`src/rtl/periph_irq_agg.sv`:
```
module periph_irq_agg #(
  parameter int              NSRC     = 32,
  parameter int              AW       = 3,
  parameter logic [NSRC-1:0] EVT_BITS = 32'h0000_0C00
) (
  input  logic              clk,
  input  logic              rst_n,
  input  logic [AW-1:0]     bus_addr,
  input  logic              bus_we,
  input  logic [NSRC-1:0]   bus_wdata,
  output logic [NSRC-1:0]   bus_rdata,
  input  logic [NSRC-1:0]   src_i,
  output logic              irq_o,
  output logic              irq_valid_o,
  output logic [$clog2(NSRC)-1:0] irq_idx_o
);
  localparam int IDX_W = $clog2(NSRC);
  localparam logic [AW-1:0] EN_ADDR = AW'(0);
  localparam logic [AW-1:0] ST_ADDR = AW'(4);

  logic [NSRC-1:0] sync1, sync2, en_q, evt_q, status, pending, rise, clr;
  logic [IDX_W-1:0] first_idx;
  logic wr_en, wr_st;

  assign wr_en   = bus_we && (bus_addr == EN_ADDR);
  assign wr_st   = bus_we && (bus_addr == ST_ADDR);
  assign rise    = sync1 & ~sync2 & EVT_BITS;
  assign clr     = wr_st ? (bus_wdata & EVT_BITS) : '0;
  assign status  = (sync2 & ~EVT_BITS) | (evt_q & EVT_BITS);
  assign pending = status & en_q;

  always_ff @(posedge clk or negedge rst_n) begin
    if (!rst_n) begin
      sync1 <= '0;
      sync2 <= '0;
      en_q  <= '0;
      evt_q <= '0;
    end else begin
      sync1 <= src_i;
      sync2 <= sync1;
      if (wr_en) en_q <= bus_wdata;
      evt_q <= (evt_q & ~clr) | rise;
    end
  end

  always_comb begin
    first_idx = '0;
    for (int i = NSRC - 1; i >= 0; i--)
      if (pending[i]) first_idx = IDX_W'(i);
  end

  always_ff @(posedge clk or negedge rst_n) begin
    if (!rst_n) begin
      irq_o       <= 1'b0;
      irq_valid_o <= 1'b0;
      irq_idx_o   <= '0;
    end else begin
      irq_o       <= |pending;
      irq_valid_o <= |pending;
      irq_idx_o   <= first_idx;
    end
  end

  always_comb begin
    case (bus_addr)
      EN_ADDR: bus_rdata = en_q;
      ST_ADDR: bus_rdata = status;
      default: bus_rdata = '0;
    endcase
  end

  AST_EN_READBACK: assert property (@(posedge clk) disable iff (!rst_n)
    $past(wr_en) |-> en_q == $past(bus_wdata));
  AST_EVT_STICKY: assert property (@(posedge clk) disable iff (!rst_n)
    ($past(evt_q[10]) && !($past(wr_st) && $past(bus_wdata[10]))) |-> evt_q[10]);
  AST_SET_WINS: assert property (@(posedge clk) disable iff (!rst_n)
    $past(rise[11]) |-> evt_q[11]);
  AST_NO_IRQ_UNMASKED: assert property (@(posedge clk) disable iff (!rst_n)
    ($past(en_q) == '0) |-> !irq_o);
  AST_IDX_IS_LOWEST: assert property (@(posedge clk) disable iff (!rst_n)
    irq_valid_o |-> ((($past(pending) >> irq_idx_o) & 1) == 1 &&
                     ($past(pending) & ((NSRC'(1) << irq_idx_o) - 1)) == '0));
  AST_IDLE_ZERO: assert property (@(posedge clk) disable iff (!rst_n)
    !irq_valid_o |-> (irq_idx_o == '0 && !irq_o));
endmodule

```
`config.mk`:
```
export PLATFORM = sky130hd
export DESIGN_NAME = periph_irq_agg
export DESIGN_NICKNAME = d
export VERILOG_FILES = /design/src/rtl/periph_irq_agg.sv
export SDC_FILE = /design/constraint.sdc
export NUM_CORES = 1
export LEC_CHECK = 0
export BUFFER_PORTS_ARGS = -buffer_cell sky130_fd_sc_hd__buf_2
export CAP_MARGIN = 20
export CORE_MARGIN = 3
export CORE_UTILIZATION = 50
export CTS_CLUSTER_DIAMETER = 30
export DETAILED_ROUTE_END_ITERATION = 8
export GPL_TIMING_DRIVEN = 0
export PLACE_DENSITY = 0.77
export SLEW_MARGIN = 20
export SYNTH_ARGS = -nofsm -noshare
export SYNTH_HDL_FRONTEND = slang
export SYNTH_SLANG_ARGS = --single-unit
```
`constraint.sdc`:
```
create_clock -name clk -period 2.74 [get_ports clk]
set_clock_uncertainty 0.15 [all_clocks]
set_input_delay 0.548 -clock clk [delete_from_list [all_inputs] [get_ports clk]]
set_output_delay 0.548 -clock clk [all_outputs]
set_load 0.02 [all_outputs]
```
# Yosys cells after proc, flatten, opt, wreduce, memory -nomap -nowiden
# Cells that the tools add are included.
[totals] in_bits=70 register_bits=134 out_inout_bits=39 wordCells=52
[classes] eq_ne=1 bitwise_logic=7 n_reduce_logical=4 muxes=34
[op_table] operator="two-way mux 5 bit" count=32
[op_table] operator="AND 32 bit" count=2
[op_table] operator="bitwise OR 32 x 12 -> 32 bit" count=2
[op_table] operator="case mux 32 bit (2 select lines)" count=1
[op_table] operator="NOT 12 -> 32 bit" count=1
[op_table] operator="OR reduction 32 bit" count=1
[op_table] operator="AND 12 bit" count=1
[op_table] operator="two-way mux 12 bit" count=1
[op_table] operator="NOT 12 bit" count=1
[op_table] operator="== test 3 bit, second input constant" count=1
[op_table] operator="zero test 3 bit" count=1
[op_table] operator="logical AND 1 bit" count=2

# Depth between registers and ports, before layout
[depth] ltp_word=34 mapped_depth=5 mapped_depth_nobuf=5

# Least setup slack after synthesis
# Ideal clock, no wire load.
[synth_path] path_type="input to output" start="in bus_addr[1]" end="out bus_rdata[11]" n_path_buf=1 path_stages=3 required_time_ps=2042 arrival_time_ps=1441 slack_ps=601 cell_sequence="nor3b_2 clkbuf_1 a22o_1"
[synth_via] elab_chain_cells=2 elab_cells_between_ends=3 cone_classes="eq/ne: 1; mux: 1; reduce/logical: 1"
[synth_lines] item="start, declared" line_no="8" rtl="input logic [AW-1:0] bus_addr,"
[synth_lines] item="== test 3 bit or zero test 3 bit (tied branches)" line_no="65" rtl="case (bus_addr)"
[synth_lines] item="case mux 32 bit (2 select lines) *" line_no="65"
[synth_lines] item="end, declared" line_no="11" rtl="output logic [NSRC-1:0] bus_rdata,"
# Every way passes the cells marked *; elsewhere a longest branch is shown, timed or not.

# Final worst setup path
# Same ends and word-level chain as after synthesis.

==> qor.csv <==
metric;value;unit
outcome;complete, no violations;
worst skew pair latency;0.36;ns
Crit Path Class;primary input to output port;
Synth async-reset ratio;100;%
H-tree depth;3;
row count;31;
Post-Syn Area;0.00387;sq mm
Pwr Density;693;mW/mm^2
# port buffers;108;
post-route antenna net violation count;0;
Worst-path clk slew;0.10;ns
Seq. cell area;0.00260;sq mm
Cell Chain, Critical Path;buf_2, nor3b_4, clkbuf_1, a22o_1, buf_2;
Tot GR Track Use;20.3;%
RSZ-0062 raised after global routing;no;
WL per Instance;16.7;um
most frequent cell on the critical path;buf_2;
Synth Register Bits;104;
met2 wire length;4080;um
Fin. Hold Viols;0;
fin. max-slew vios;0;
I/O pin total;109;
layout cells sized above 1;33.3;%
crit-path max cell delay;0.44;ns
top-count cell post-synth;dfrtp_1;
Syn Inst Count;277;
initial antenna violation count;0;
uppermost layer routed;met4;
leakage power;2.33;nW
Post-synth EDFFs;0;
final setup TNS;0;ns
crit path DAT;1.95;ns
Top FF cell, synth;dfrtp_1;
CTS root buffer;clkbuf_8;
die height;94.0;um
largest net degree at the start of global routing;83;
vias post-DR;2727;
synth warn;0;
Synth area leaders;dfrtp_1, mux2_1, a22o_1;
met1 wire length;3640;um
area grow syn2layout;23.3;%
Distinct cells, synth;34;
Placer Congestion;0.768;
first-iteration detailed-routing DRC count;85;
cell taking the most area after synthesis;dfrtp_1;
cts bufs inserted;9;
crit path max fanout;10;
Pre-antenna DRT Iters;4;
CTS tree;built;
final net count;468;
clk buf depth;2;
global route overflow;0;
worst hold-check path type;primary input to register;
Remaining DRCs;0;
Post-Route WL;8390;um
worst slew pin tran;0.480;ns
overall power;0.00331;W
slew margin rel.;68.0;%
Tmin final;2.65;ns
Syn Nets;347;
initial core utilization;52.5;%
core outline area;0.00737;sq mm
Clock Sinks;104;
synth cell count leaders;dfrtp_1, a22o_1, nand2_1, mux2_1, nand3_1;
die area;0.00883;sq mm
slowest CP cell;nor3b_4;
kind of start point of the critical path;primary input;
wire length of the first global-routing pass;13400;um
syn avg cell area;14.0;sq um
Multi-input gate area;0.00120;sq mm
Die Span X;94.0;um
achievable clock frequency;378;MHz
VDD IR max;390;uV
CP Data Required Time;2.04;ns
maxcap violations;0;
DP HPWL;6090;um
diode count;0;
vias in the first global route;2776;
period utilisation layout;96.7;%
Setup Fix Bufs, Post-CTS;0;
top-area cell type share of the netlist area;67.3;%
Fillers;589;
vias per cell;5.43;
Setup-failing EPs final;0;
met3 routed WL;500;um
sequential fraction of the synthesis area;67.3;%
CP Capture Type;output port;
final timing paths:
kind / from / to / slack (ns) / depth (start not counted)
max in group asynchronous: rst_n / en_q[25]$_DFFE_PN0P_ / 1.36 / 3
min in group asynchronous: rst_n / sync2[1]$_DFF_PN0_ / 0.44 / 2
worst max register to register: en_q[27]$_DFFE_PN0P_ / irq_idx_o[0]$_DFF_PN0_ / 0.88 / 5
worst min-delay path: src_i[22] / sync1[22]$_DFF_PN0_ / 0.13 / 1
worst min register to register: sync1[6]$_DFF_PN0_ / sync2[6]$_DFF_PN0_ / 0.20 / 0
worst max-delay path: bus_addr[1] / bus_rdata[11] / 0.09 / 5
cell usage in the layout, fill, tap and decap left out, types with 2 or more instances in the layout:
| master | Yosys | layout |
|---|---|---|
| o2111ai_1 | 2 | 2 |
| clkbuf_8 | 0 | 9 |
| inv_8 | 0 | 2 |
| mux2_1 | 30 | 30 |
| nand2_1 | 34 | 34 |
| nand3_1 | 7 | 7 |
| a22o_1 | 36 | 36 |
| and2_1 | 4 | 4 |
| inv_6 | 0 | 3 |
| a32o_1 | 4 | 4 |
| clkbuf_1 | 5 | 6 |
| mux2_2 | 2 | 2 |
| nand4_1 | 4 | 4 |
| a21oi_1 | 4 | 4 |
| nor2_1 | 6 | 6 |
| o21ai_0 | 4 | 4 |
| a21boi_0 | 2 | 2 |
| buf_2 | 2 | 109 |
| a22oi_1 | 4 | 4 |
| a31oi_1 | 3 | 3 |
| dfrtp_1 | 104 | 104 |
| inv_1 | 2 | 2 |
| buf_4 | 4 | 4 |
cell families (layout without fill, tap and decap cells):
kind of cell / after synthesis / count (layout) / synth area share (%)
AO/OA/AOI/OAI: 68 / 68 / 14.3
buffers and inverters: 13 / 139 / 1.71
flip-flops: 104 / 104 / 67.3
multiplexers: 32 / 32 / 9.32
AND/OR/NAND/NOR: 60 / 60 / 7.38
what timing repair did:
action | 4_1_cts | 5_1_grt
hold endpoints to repair | 22 | 0
setup endpoints to repair | 20 | 0
hold buffers | 1 | 0
resized for setup | 1 | 0
flip-flops by register name, indices dropped and copies added, names as in the netlist:
name         cells
sync1           32
irq_valid_o      1
sync2           32
evt_q            2
irq_idx_o        5
en_q            32
where the power goes:
part	total, W	internal (W)	switching (W)	leakage, nW
sequential	0.00184	0.00171	0.000130	1.22
combinational	0.000574	0.000257	0.000317	1.01
clock	0.000894	0.000355	0.000539	0.0957
total	0.00331	0.00232	0.000986	2.33
per-layer routing:
| metal | up-vias | global-route usage, % |
|---|---|---|
| li1 | 1260 | - |
| met1 | 1368 | 27.1 |
| met2 | 84 | 31.5 |
| met3 | 15 | 6.17 |
| met4 | 0 | 7.58 |
| met5 | - | 0 |
worst max-delay path, delay by kind of cell:
family,cells,cell delay [ns]
AO/OA/AOI/OAI,1,0.24
buffers and inverters,3,0.71
AND/OR/NAND/NOR,1,0.44
cell type report:
class                           count  share of cell area, %
Sequential cell                   104                   54.6
Multi-Input combinational cell    160                   25.3
Tap cell                           99                   2.60
Inverter                            2                  0.157
Buffer                             11                   1.23
Clock inverter                      6                   1.21
Clock buffer                       10                   2.68
Timing Repair Buffer              110                   12.3
through the flow:
stage          setup WS, ns  util [%]  area, sq um  cells  hold slack (ns)
4_1_cts              0.0925      64.7         4770    502            0.105
3_5_place_dp        -0.0403      62.0         4570    485            0.186
6_report             0.0914      64.7         4770    502            0.127
3_3_place_gp        -0.0543      61.5         4530    484            0.182
5_1_grt             0.00855      64.7         4770    502           0.0887
2_1_floorplan         0.601         -         3870    277            0.102
Note: power is estimated with default switching activity, not from simulation.
